$ cat src/rtl/irqw_pkg.sv
package irqw_pkg;

    localparam int WORD_W = 32;
    localparam int ADDR_W = 8;
    localparam int WIDX_W = ADDR_W - 2;

    // word indices (byte address >> 2)
    localparam logic [WIDX_W-1:0] WI_REV  = 6'd0;
    localparam logic [WIDX_W-1:0] WI_CTRL = 6'd1;
    localparam logic [WIDX_W-1:0] WI_STAT = 6'd2;
    localparam logic [WIDX_W-1:0] WI_EOI  = 6'd24;

    // sub-offsets inside a group of seven words
    localparam logic [2:0] SUB_SRC     = 3'd0;
    localparam logic [2:0] SUB_SRC_SET = 3'd1;
    localparam logic [2:0] SUB_SRC_CLR = 3'd2;
    localparam logic [2:0] SUB_MSK     = 3'd3;
    localparam logic [2:0] SUB_MSK_SET = 3'd4;
    localparam logic [2:0] SUB_MSK_CLR = 3'd5;
    localparam logic [2:0] SUB_MASKED  = 3'd6;

    localparam int RX_LSB     = 17;  // receive endpoint n lands on bit 16+n
    localparam int CORE_LSB   = 16;
    localparam int VBUS_EVT   = 8;   // index within the core event field

    typedef enum logic [1:0] {
        ST_ARMED  = 2'd0,
        ST_RAISED = 2'd1,
        ST_SPENT  = 2'd2
    } arm_state_e;

endpackage

$ cat src/rtl/irqw_sync_edge.sv
module irqw_sync_edge #(
    parameter int STAGES = 2
) (
    input  logic clk,
    input  logic rst_n,
    input  logic async_in,
    output logic level_o,
    output logic edge_o
);
    // STAGES synchroniser flops plus one history flop
    logic [STAGES:0] chain_q;

    always_ff @(posedge clk) begin
        if (!rst_n) chain_q[0] <= 1'b0;
        else        chain_q[0] <= async_in;
    end

    for (genvar s = 1; s <= STAGES; s++) begin : g_stage
        always_ff @(posedge clk) begin
            if (!rst_n) chain_q[s] <= 1'b0;
            else        chain_q[s] <= chain_q[s-1];
        end
    end

    assign level_o = chain_q[STAGES-1];
    assign edge_o  = chain_q[STAGES-1] ^ chain_q[STAGES];
endmodule

$ cat src/rtl/irqw_src_bank.sv
module irqw_src_bank #(
    parameter int           W     = 32,
    parameter logic [W-1:0] VALID = '1
) (
    input  logic         clk,
    input  logic         rst_n,
    input  logic [W-1:0] hw_set,
    input  logic [W-1:0] src_set,
    input  logic [W-1:0] src_clr,
    input  logic [W-1:0] msk_set,
    input  logic [W-1:0] msk_clr,
    output logic [W-1:0] src_q,
    output logic [W-1:0] msk_q,
    output logic [W-1:0] masked_o
);
    always_ff @(posedge clk) begin
        if (!rst_n) begin
            src_q <= '0;
            msk_q <= '0;
        end else begin
            // hardware set is OR-ed after the clear so an event is never lost
            src_q <= ((src_q & ~src_clr) | src_set | hw_set) & VALID;
            msk_q <= ((msk_q & ~msk_clr) | msk_set) & VALID;
        end
    end

    assign masked_o = src_q & msk_q;
endmodule

$ cat src/rtl/irqw_arm_fsm.sv
module irqw_arm_fsm
    import irqw_pkg::*;
(
    input  logic       clk,
    input  logic       rst_n,
    input  logic       pending,
    input  logic       eoi,
    output logic       irq_o,
    output arm_state_e state_o
);
    arm_state_e state_q, state_d;

    always_comb begin
        state_d = state_q;
        unique case (state_q)
            ST_ARMED:  if (pending) state_d = ST_RAISED;
            ST_RAISED: begin
                if (eoi)           state_d = ST_ARMED;
                else if (!pending) state_d = ST_SPENT;
            end
            ST_SPENT:  if (eoi) state_d = ST_ARMED;
            default:   state_d = ST_ARMED;
        endcase
    end

    always_ff @(posedge clk) begin
        if (!rst_n) state_q <= ST_ARMED;
        else        state_q <= state_d;
    end

    always_comb begin
        irq_o   = (state_q == ST_RAISED);
        state_o = state_q;
    end
endmodule

$ cat src/rtl/usb_irq_wrap.sv
module usb_irq_wrap
    import irqw_pkg::*;
#(
    parameter int          N_TX      = 16,
    parameter int          N_RX      = 15,
    parameter int          N_CORE    = 9,
    parameter int          SYNC_STG  = 2,
    parameter logic [31:0] REVISION  = 32'h0001_0203
) (
    input  logic              clk,
    input  logic              rst_n,
    input  logic              bus_sel,
    input  logic              bus_wr,
    input  logic [ADDR_W-1:0] bus_addr,
    input  logic [WORD_W-1:0] bus_wdata,
    output logic [WORD_W-1:0] bus_rdata,
    input  logic [N_TX-1:0]   tx_ep_evt,
    input  logic [N_RX-1:0]   rx_ep_evt,
    input  logic [N_CORE-1:0] core_evt,
    input  logic              vbus_drv_in,
    output logic              irq_o,
    output logic              core_soft_rst_o
);
    localparam int          N_GRP      = 2;
    localparam logic [31:0] EP_VALID   = ((32'h1 << N_TX) - 32'h1)
                                       | (((32'h1 << N_RX) - 32'h1) << RX_LSB);
    localparam logic [31:0] CORE_VALID = ((32'h1 << N_CORE) - 32'h1) << CORE_LSB;

    logic [WIDX_W-1:0] widx;
    logic [1:0]        unused_addr_lo;
    assign widx           = bus_addr[ADDR_W-1:2];
    assign unused_addr_lo = bus_addr[1:0];

    logic wr_en, rd_en;
    assign wr_en = bus_sel &&  bus_wr;
    assign rd_en = bus_sel && !bus_wr;

    // ---------------- VBUS synchroniser ----------------
    logic vbus_lvl, vbus_edge;
    irqw_sync_edge #(.STAGES(SYNC_STG)) u_vbus (
        .clk      (clk),
        .rst_n    (rst_n),
        .async_in (vbus_drv_in),
        .level_o  (vbus_lvl),
        .edge_o   (vbus_edge)
    );

    // ---------------- event packing ----------------
    logic [N_CORE-1:0] core_evt_all;
    logic [31:0]       hw_vec [N_GRP];
    always_comb begin
        core_evt_all           = core_evt;
        core_evt_all[VBUS_EVT] = core_evt[VBUS_EVT] | vbus_edge;
        hw_vec[0] = 32'(tx_ep_evt) | (32'(rx_ep_evt) << RX_LSB);
        hw_vec[1] = 32'(core_evt_all) << CORE_LSB;
    end

    // ---------------- source / mask groups ----------------
    logic [31:0] src_q  [N_GRP];
    logic [31:0] msk_q  [N_GRP];
    logic [31:0] masked [N_GRP];

    for (genvar g = 0; g < N_GRP; g++) begin : g_grp
        logic        hit;
        logic [31:0] s_set, s_clr, m_set, m_clr;
        assign hit   = wr_en && (widx[5:3] == 3'(g + 1));
        assign s_set = (hit && widx[2:0] == SUB_SRC_SET) ? bus_wdata : '0;
        assign s_clr = (hit && widx[2:0] == SUB_SRC_CLR) ? bus_wdata : '0;
        assign m_set = (hit && widx[2:0] == SUB_MSK_SET) ? bus_wdata : '0;
        assign m_clr = (hit && widx[2:0] == SUB_MSK_CLR) ? bus_wdata : '0;

        irqw_src_bank #(
            .W     (32),
            .VALID ((g == 0) ? EP_VALID : CORE_VALID)
        ) u_bank (
            .clk      (clk),
            .rst_n    (rst_n),
            .hw_set   (hw_vec[g]),
            .src_set  (s_set),
            .src_clr  (s_clr),
            .msk_set  (m_set),
            .msk_clr  (m_clr),
            .src_q    (src_q[g]),
            .msk_q    (msk_q[g]),
            .masked_o (masked[g])
        );
    end

    // ---------------- interrupt arm machine ----------------
    logic       pending, eoi_wr;
    arm_state_e fsm_state;
    assign pending = |(masked[0] | masked[1]);
    assign eoi_wr  = wr_en && (widx == WI_EOI);

    irqw_arm_fsm u_fsm (
        .clk     (clk),
        .rst_n   (rst_n),
        .pending (pending),
        .eoi     (eoi_wr),
        .irq_o   (irq_o),
        .state_o (fsm_state)
    );

    // ---------------- soft reset pulse ----------------
    always_ff @(posedge clk) begin
        if (!rst_n) core_soft_rst_o <= 1'b0;
        else        core_soft_rst_o <= wr_en && (widx == WI_CTRL) && bus_wdata[0];
    end

    // ---------------- read mux ----------------
    logic grp_i;
    assign grp_i = widx[4];

    always_comb begin
        bus_rdata = '0;
        if (rd_en) begin
            case (widx[5:3])
                3'd0: begin
                    if (widx == WI_REV)       bus_rdata = REVISION;
                    else if (widx == WI_STAT) bus_rdata = {31'b0, vbus_lvl};
                end
                3'd1, 3'd2: begin
                    case (widx[2:0])
                        SUB_SRC, SUB_SRC_SET, SUB_SRC_CLR: bus_rdata = src_q[grp_i];
                        SUB_MSK, SUB_MSK_SET, SUB_MSK_CLR: bus_rdata = msk_q[grp_i];
                        SUB_MASKED:                        bus_rdata = masked[grp_i];
                        default:                           bus_rdata = '0;
                    endcase
                end
                default: bus_rdata = '0;
            endcase
        end
    end
endmodule

$ cat config.mk
export PLATFORM = sky130hd
export DESIGN_NAME = usb_irq_wrap
export DESIGN_NICKNAME = d
export VERILOG_FILES = /design/src/rtl/irqw_pkg.sv /design/src/rtl/irqw_sync_edge.sv /design/src/rtl/irqw_src_bank.sv /design/src/rtl/irqw_arm_fsm.sv /design/src/rtl/usb_irq_wrap.sv
export SDC_FILE = /design/constraint.sdc
export NUM_CORES = 1
export LEC_CHECK = 0
export ABC_AREA = 0
export BUFFER_PORTS_ARGS = -buffer_cell sky130_fd_sc_hd__buf_2
export CAP_MARGIN = 15
export CORE_MARGIN = 2
export CORE_UTILIZATION = 35
export DETAILED_ROUTE_END_ITERATION = 10
export GPL_TIMING_DRIVEN = 0
export HOLD_SLACK_MARGIN = 0.08
export SETUP_SLACK_MARGIN = 0.2
export SLEW_MARGIN = 10
export SYNTH_ARGS = -nofsm -noshare
export SYNTH_HDL_FRONTEND = slang
export SYNTH_SLANG_ARGS = --single-unit
$ cat constraint.sdc
create_clock -name clk -period 2.1 [get_ports clk]
set_clock_uncertainty 0.1 [all_clocks]
set_input_delay 0.105 -clock clk [delete_from_list [all_inputs] [get_ports clk]]
set_output_delay 0.105 -clock clk [all_outputs]
set_load 0.01 [all_outputs]
# Yosys cells after proc, flatten, opt, wreduce, memory -nomap -nowiden

Index checks and enable logic that the tools add are counted.

Div/mod/pow operators: 0
Reduce and logical (&&, ||, !) cells: 25
Multiply operators: 0
Shift-type cells: 0
Bitwise logic cells: 21
Mux-type cells: 27
Equality and inequality tests: 16
Add/subtract/negate cells: 0
Magnitude comparators: 1

Operators by type and width:

| operator           | number |
|---|---|
| $mux 32            | 14 |
| $or 32x32->32      | 4 |
| $mux 25            | 4 |
| $and 32x32->32     | 3 |
| $pmux 32 s3        | 1 |
| $and 25x25->25     | 3 |
| $or 25x25->25      | 3 |
| $not 32->32        | 2 |
| $pmux 32 s2        | 1 |
| $not 25->25        | 2 |
| $or 16x32->32      | 1 |
| $reduce_or 32->1   | 1 |
| $mux 17            | 1 |
| $logic_and 1x1->1  | 15 |
| $eq 3x2->1 const B | 3 |
| $eq 3x3->1 const B | 3 |
| $mux 2             | 4 |
| $eq 3x1->1 const B | 2 |
| $eq 6x1->1 const B | 1 |
| $eq 6x2->1 const B | 1 |
| $eq 6x5->1 const B | 1 |
| $logic_not 3->1    | 2 |
| $logic_not 6->1    | 1 |
| $pmux 2 s3         | 1 |
| 15 further kinds   | 16 |

Output and inout bits: 34
Word-level logic and storage cells: 101
Memory bits (read-only): 0
Input port bits: 85
Memories: 0
RAM bits: 0
Bits in latches: 0
Register bits: 88

# Logic depth before layout (Yosys ltp)

Gate-level depths: netlist (run 1).

Depth in word-level cells: 8
Mapped depth: 7
Gate-level depth less buffers: 5

# Hierarchy

A second synthesis (run 1) with hierarchy kept.

Cell total of the unflattened synthesis: 937
Area, all modules: 7529.7 µm²

Modules (own cells, without submodules):

| module                           | cells an instance | instances | sequential area each (µm²) | area each (µm²) |
|---|---|---|---|---|
| usb_irq_wrap                     | 558               | 1         | 20.0                       | 3691.0 |
| irqw_src_bank at g_grp[0].u_bank | 228               | 1         | 1241.2                     | 2428.6 |
| irqw_src_bank at g_grp[1].u_bank | 135               | 1         | 360.3                      | 1231.2 |
| irqw_arm_fsm                     | 9                 | 1         | 40.0                       | 90.1 |
| irqw_sync_edge                   | 7                 | 1         | 60.1                       | 88.8 |

# Worst setup path after synthesis (run 1)

Ideal clock, no wire load.

Kind: input-to-reg
Start point: input bus_addr[5]
End point: register g_grp[1].u_bank.src_q[24]
Path buffers: 2
Arrival time: 1447 ps
Setup slack: 428 ps
Library setup time: 125 ps
Stages on the path: 7
Required time: 1875 ps
Cell sequence: buf_6 or3b_1 buf_6 nor3_4 a21boi_2 a2111oi_2 nor2b_1

Longest elaborated chain between the ends: 8
Elaborated cells on any way between the ends: 10
Classes of those cells: eq/ne: 1; mux: 2; bitwise: 4; reduce/logical: 3

Ends and longest elaborated chain:

| element                         | RTL line            | source |
|---|---|---|
| start: declaration              | usb_irq_wrap.sv:14  | `input logic [ADDR_W-1:0] bus_addr,` |
| $eq 3x2->1 (*)                  | usb_irq_wrap.sv:66  | `assign hit = wr_en && (widx[5:3] == 3'(g + 1));` |
| $logic_and 1x1->1 (*)           | usb_irq_wrap.sv:66  |  |
| $logic_and 1x1->1               | usb_irq_wrap.sv:68  | `assign s_clr = (hit && widx[2:0] == SUB_SRC_CLR) ? bus_wdata : '0;` |
| $mux 25                         | usb_irq_wrap.sv:68  |  |
| $not 25->25                     | irqw_src_bank.sv:22 | `src_q <= ((src_q & ~src_clr) \| src_set \| hw_set) & VALID;` |
| $and 25x25->25                  | irqw_src_bank.sv:22 |  |
| $or 25x25->25 (*) (2 in series) | irqw_src_bank.sv:22 |  |
| end signal: assignment          | irqw_src_bank.sv:22 |  |
| end: declaration                | irqw_src_bank.sv:12 | `output logic [W-1:0] src_q,` |

Mark *: on every way between the ends. The rest lies on a longest branch, timed or not.
A chain may end at the register's enable or synchronous reset.

# Final worst setup path (run 1)

Start point: input bus_addr[4]
End point: output bus_rdata[27]

Longest elaborated chain between the ends: 5
Elaborated cells on any way between the ends: 12
Classes of those cells: eq/ne: 6; mux: 3; reduce/logical: 3

Ends and longest elaborated chain:

| element                            | RTL line            | source |
|---|---|---|
| $eq 3x3->1 (tied with other cells) | usb_irq_wrap.sv:123 | `case (widx[2:0])` |
| $reduce_or 3->1                    | usb_irq_wrap.sv:123 |  |
| $pmux 32 s3 (*)                    | usb_irq_wrap.sv:123 |  |
| $pmux 32 s2 (*)                    | usb_irq_wrap.sv:117 | `case (widx[5:3])` |
| $mux 32 (*)                        | usb_irq_wrap.sv:116 | `if (rd_en) begin` |
| end: declaration                   | usb_irq_wrap.sv:16  | `output logic [WORD_W-1:0] bus_rdata,` |

Marks and branches as above.

==> results of run 1 <==
-- kinds of logic (layout without fill, tap and decap cells) --
logic type,Yosys count,count (layout)
AO/OA/AOI/OAI,254,254
AND/OR/NAND/NOR,145,145
flip-flops,86,86
buffers and inverters,85,285
multiplexers,9,9
XOR/XNOR,2,2
-- layer usage --
layer / routed length [um] / vias up / GRT usage, % / part of all wire (%)
li1: - / 2528 / - / -
met2: 8450 / 216 / 41.8 / 47
met5: 0 / - / 0 / 0
met4: 418 / 0 / 8.24 / 2.3
met3: 1260 / 29 / 5.56 / 7.0
met1: 8000 / 2560 / 33.6 / 44
-- flip-flops by register name (all words and copies together) (netlist names) --
| register | cells |
|---|---|
| u_vbus.chain_q | 2 |
| g_grp.u_bank.src_q | 40 |
| g_grp.u_bank.msk_q | 40 |
| u_fsm.state_o | 2 |
| u_vbus.level_o | 1 |
| core_soft_rst_o | 1 |
-- timing repair --
action	4_1_cts	5_1_grt
endpoints found under the setup margin	28	25
hold buffers	69	0
endpoints found under the hold margin	69	0
pin swaps	1	3
resized for setup	21	27
setup buffers	2	8
-- final cells by class --
| class | instances | area share [%] |
|---|---|---|
| sequential | 86 | 26.2 |
| timing repair buffer | 184 | 19.7 |
| clock buffer | 12 | 3.75 |
| tap | 176 | 3.35 |
| buffer | 49 | 4.11 |
| clock inverter | 4 | 0.457 |
| multi-input combinational | 410 | 40.4 |
| inverter | 36 | 2.11 |
-- stage by stage --
stage / cell area (um^2) / utilization [%] / TNS [ps] / total power, mW / hold WS (ps)
floorplan: 4660 / - / 0 / 2.01 / 131
global placement: 5400 / 41.1 / -6870 / 2.21 / 220
detailed placement: 5410 / 41.2 / -4330 / 2.22 / 223
CTS: 6460 / 49.2 / 0 / 3.85 / 83.9
global route: 6580 / 50.0 / 0 / 4.01 / 113
finish: 6580 / 50.0 / 0 / 3.86 / 88.4
-- synthesized netlist by cell type, types with 4 or more instances --
cell type,instances
buf_2,13
a221oi_1,9
nor2_1,38
nor2b_1,10
a21boi_1,5
a22o_1,12
a32o_1,40
nand2_1,67
a21oi_1,54
a22oi_1,40
o21ai_0,36
mux2i_1,9
inv_1,36
a21o_1,21
clkbuf_1,34
a21boi_0,26
nand3_1,4
o22ai_1,8
dfxtp_1,86
-- path summary, 6_finish.rpt --
| path | startpoint | endpoint | slack [ps] | depth (start not counted) |
|---|---|---|---|---|
| worst max-delay path | bus_addr[4] | bus_rdata[27] | 250 | 8 |
| worst max register to register | g_grp[0].u_bank.msk_q[28]$_SDFF_PN0_ | u_fsm.state_o[1]$_SDFFE_PN0P_ | 400 | 5 |
| worst min-delay path | bus_wdata[19] | g_grp[0].u_bank.src_q[19]$_SDFF_PN0_ | 90 | 3 |
| worst min register to register | u_vbus.chain_q[0]$_SDFF_PN0_ | u_vbus.level_o$_SDFF_PN0_ | 360 | 1 |
-- worst register-to-register path: cells and delay by family (launching register included) --
| family | cells | cell delay (ps) |
|---|---|---|
| simple gates | 3 | 730 |
| flops | 1 | 330 |
| compound gates | 2 | 470 |
-- power by group --
part,total [mW],internal (mW),switching (mW)
Combinational,0.577,0.283,0.294
Sequential,1.75,1.69,0.0590
Clock,1.53,0.839,0.693
==> flow_metrics.tcl, run 1 <==
set metrics [dict create \
    status "finished clean" \
    n_antenna_cell 0 \
    p_per_area_mw_per_mm2 587 \
    yosysTopAreaCell "dfxtp_1" \
    synthMuxAreaShare_pct 1.93 \
    grt_usage_pct 25.6 \
    synth.top_cell.area_share_pct 37.0 \
    syn_nets 666 \
    area_growth_pct 41.2 \
    io-pin-count 119 \
    crit_type "in2out" \
    drive_gt1_share_pct 21.9 \
    period_needed_ps 1850 \
    avgSynthCellArea_um2 8.02 \
    synth_top_family_by_area "compound AO/OA/AOI/OAI gates" \
    globalRouteOverflowTotal 0 \
    rsz0062_at_grt "false" \
    crit_family "buffers and inverters" \
    fmax_ghz 0.541 \
    finalWirelength_um 18100 \
    slowest_stage "or3_1" \
    final_cells 957 \
    vias 5333 \
    antenna_found_initial 0 \
    cts_max_level 3 \
    crit_fanout 10 \
    synth_compound_area_share_pct 38.9 \
    place_congestion 0.895 \
    die_h_um 119 \
    place.port_buffers 104 \
    final_cell_mix "113 x buf_2, 86 x dfxtp_1, 69 x dlygate4sd3_1" \
    max_cap_violations 0 \
    yosysWarningCount 0 \
    worst_pin_slew_ps 867 \
    cts.clk_slew.worst_paths_ps 70 \
    ys.flop_type "dfxtp_1" \
    cpPeakStageDelay_ps 320 \
    cp_data_arrival_time_ps 1640 \
    setup_viol 0 \
    regArea_mm2 0.00172 \
    synthXorXnorAreaFrac_pct 0.376 \
    cp-start-kind "input pin" \
    hold_violations 0 \
    critical_path.cell_chain "buf_2 -> clkbuf_4 -> and3_1 -> or3_1 -> buf_4 -> buf_4 -> nor2_1 -> buf_2" \
    timing.final.crit_share_pct 88.0 \
    yosys.area_share.simple_pct 14.3 \
    worstSetupEndpointType "output pin" \
    core_area_mm2 0.0131 \
    dp.cells 862 \
    final_common_cell "buf_2" \
    clock_sinks 86 \
    path_buf_inv 5 \
    netlist_instances 581 \
    synthArstFlopShare_pct 0 \
    drc_errors 0 \
    placementRows 42 \
    via_per_inst 5.57 \
    netlist_area_mm2 0.00466 \
    clock-root-buffer "clkbuf_16" \
    grt_pass1_vias 5016 \
    final_nets 861 \
    clockBufferDepth 2 \
    ys_seq_elements 86 \
    hpwl_um 12700 \
    synth_edf_count 0 \
    post-place-ws_ps -278 \
    cp.required_ps 1890 \
    grt_pass1_wl_um 27800 \
    relSlewSlack_pct 42.0 \
    yosysUniqueCellTypes 40 \
    clkLatencyLatePin_ps 360 \
    seq_area_frac_synth_pct 37.0 \
    hold_path_class "in2reg" \
    multi_input_area_mm2 0.00265 \
    dieArea_mm2 0.0142 \
    synth_fa_ha_area_share_pct 0 \
    first_iter_violations 540 \
    grt_max_degree 15 \
    dr.pass1.iters 8 \
    peakVddDrop_mv 0.386 \
    cts_tree "done" \
    fill_cells 1300 \
    wl_per_cell_um 18.9 \
    cts_buffers 9 \
    ant_nets 0 \
    final_max_slew_viol_count 0 \
    start_util_pct 35.4 \
    die_w_um 119 \
    netlist_top_cells_area "dfxtp_1 37%, a32o_1 8.6%, a22oi_1 6.4%" \
    worst_slack_ps 253 \
    cellLeakagePower_nw 2.78 \
]
(Power assumes the default switching activity.)
==> run 2: changes to the inputs <==
--- a/config.mk
+++ b/config.mk
@@ -5,7 +5,7 @@
 export SDC_FILE = /design/constraint.sdc
 export NUM_CORES = 1
 export LEC_CHECK = 0
-export ABC_AREA = 0
+export ABC_AREA = 1
 export BUFFER_PORTS_ARGS = -buffer_cell sky130_fd_sc_hd__buf_2
 export CAP_MARGIN = 15
 export CORE_MARGIN = 2
==> flow_metrics.tcl, run 2 <==
set metrics [dict create \
    status "finished clean" \
    worstSetupStartpoint "bus_addr[3]" \
    ys_seq_elements 86 \
    grt_pass1_vias 5573 \
    place.port_buffers 115 \
    seq_area_frac_synth_pct 35.5 \
    clkLatencyLatePin_ps 350 \
    hpwl_um 12000 \
    worstSetupEndpointType "output pin" \
    wl_per_cell_um 14.9 \
    yosysTopAreaCell "dfxtp_1" \
    finalWirelength_um 17900 \
    r2r-start "g_grp[0].u_bank.src_q[0]$_SDFF_PN0_" \
    grt_usage_pct 24.3 \
    crit_fanout 10 \
    netlist_area_mm2 0.00485 \
    finalSetupTns_ps 0 \
    yosysWarningCount 0 \
    synth_edf_count 0 \
    min_from "bus_addr[2]" \
    final_cells 1200 \
    dr.pass1.iters 5 \
    first_iter_violations 457 \
    cts.clk_slew.worst_paths_ps 60 \
    period_needed_ps 1810 \
    cp.required_ps 1890 \
    dp.cells 1075 \
    cp_data_arrival_time_ps 1600 \
    place_congestion 0.816 \
    synth_common_cells "253 x nand2_1, 99 x inv_1, 96 x o21ai_0, 86 x dfxtp_1, 54 x a21oi_1" \
    cts_tree "done" \
    final_common_cell "nand2_1" \
    peakVddDrop_mv 0.380 \
    ant_nets 0 \
    total_power_mw 3.99 \
    crit_type "in2out" \
    area_growth_pct 45.5 \
    hold_violations 0 \
    max_cap_violations 0 \
    grt_pass1_wl_um 27800 \
    grt_max_degree 15 \
    final_cell_mix "252 x nand2_1, 128 x buf_2, 107 x dlygate4sd3_1" \
    hold_path_class "in2reg" \
    die_h_um 122 \
    die_w_um 122 \
    core_area_mm2 0.0137 \
    via_per_inst 4.97 \
    final_nets 1100 \
    synth.top_cell.area_share_pct 35.5 \
    p_per_area_mw_per_mm2 566 \
    netlist_top_cells_area "dfxtp_1 35%, nand2_1 20%, o21ai_0 9.9%" \
    avgSynthCellArea_um2 6.22 \
    cts_buffers 9 \
    antenna_found_initial 0 \
    worst_pin_slew_ps 756 \
    timing.final.crit_share_pct 86.0 \
    setup_viol 0 \
    rsz0062_at_grt "true" \
    cp-start-kind "input pin" \
    relSlewSlack_pct 49.6 \
    vias 5964 \
    drive_gt1_share_pct 17.2 \
    synthArstFlopShare_pct 0 \
    netlist_instances 780 \
    clock_sinks 86 \
    globalRouteOverflowTotal 0 \
    synth.most_common_cell "nand2_1" \
    syn_nets 865 \
    start_util_pct 35.4 \
    ys.flop_type "dfxtp_1" \
    fill_cells 1454 \
    io-pin-count 119 \
    reg_top3 "g_grp.u_bank.msk_q (40), g_grp.u_bank.src_q (40)" \
    dieArea_mm2 0.0148 \
    fmax_ghz 0.553 \
    yosysUniqueCellTypes 24 \
    placementRows 43 \
    drc_errors 0 \
    placedInstanceArea_mm2 0.00565 \
    final_max_slew_viol_count 0 \
    clockBufferDepth 2 \
    n_antenna_cell 0 \
    cellLeakagePower_nw 3.27 \
    design_area_mm2 0.00706 \
    cts_max_level 3 \
    holdWs_ps 134 \
    clock-root-buffer "clkbuf_16" \
]
run 2: final timing paths:
path	to	slack, ps	cells after the start
setup / recovery	bus_rdata[17]	290	9
hold / removal	core_soft_rst_o$_SDFF_PN0_	130	3
setup reg to reg	g_grp[0].u_bank.src_q[0]$_SDFF_PN0_	770	3
hold reg to reg	u_vbus.level_o$_SDFF_PN0_	320	2
run 2: per-layer routing:
metal  wire length, um  track usage [%]
met1              8170             32.5
met3              1060             3.56
met5                 0                0
met2              8280             39.4
met4               402             10.1
run 2: what timing repair did:
item | in CTS | in global routing
buffers inserted | 2 | 0
endpoints found under the hold margin | 85 | 0
hold buffers | 107 | 0
endpoints found under the setup margin | 10 | 37
resized for setup | 1 | 19
run 2: through the flow:
step	utilization [%]	setup slack [ps]
2_1_floorplan	-	803
3_3_place_gp	41.2	87.4
3_5_place_dp	41.2	110
4_1_cts	51.3	197
5_1_grt	51.5	174
6_report	51.5	293
run 2: cells by family (layout without fill, tap and decap cells):
group	after synthesis	in the layout	share of synthesized area, %
flops	86	86	35.5
buf+inv	142	382	11.8
simple gates	333	333	27.8
xor+xnor	1	1	0.180
compound gates	218	218	24.8
run 2: cell type report:
cell class                 instances  area [um^2]  area share, %
multi-input combinational        552         2570           36.4
sequential                        86         1720           24.4
timing repair buffer             224         1660           23.5
inverter                         105          394           5.58
clock buffer                      11          243           3.44
tap                              180          225           3.19
buffer                            37          186           2.64
clock inverter                     5         58.8          0.833
run 2: power breakdown:
group	leakage [nW]	internal [mW]	switching, mW	total [mW]
registers	0.707	1.69	0.0451	1.74
clock network	0.142	0.955	0.707	1.66
logic	2.43	0.292	0.302	0.594
run 2: worst max-delay path, stage by stage:
cell     delay, ps
buf_2          140
a21oi_2        320
inv_1          100
buf_2          210
buf_2          220
a21oi_1        130
o21ai_0        160
inv_1           90
buf_2          130
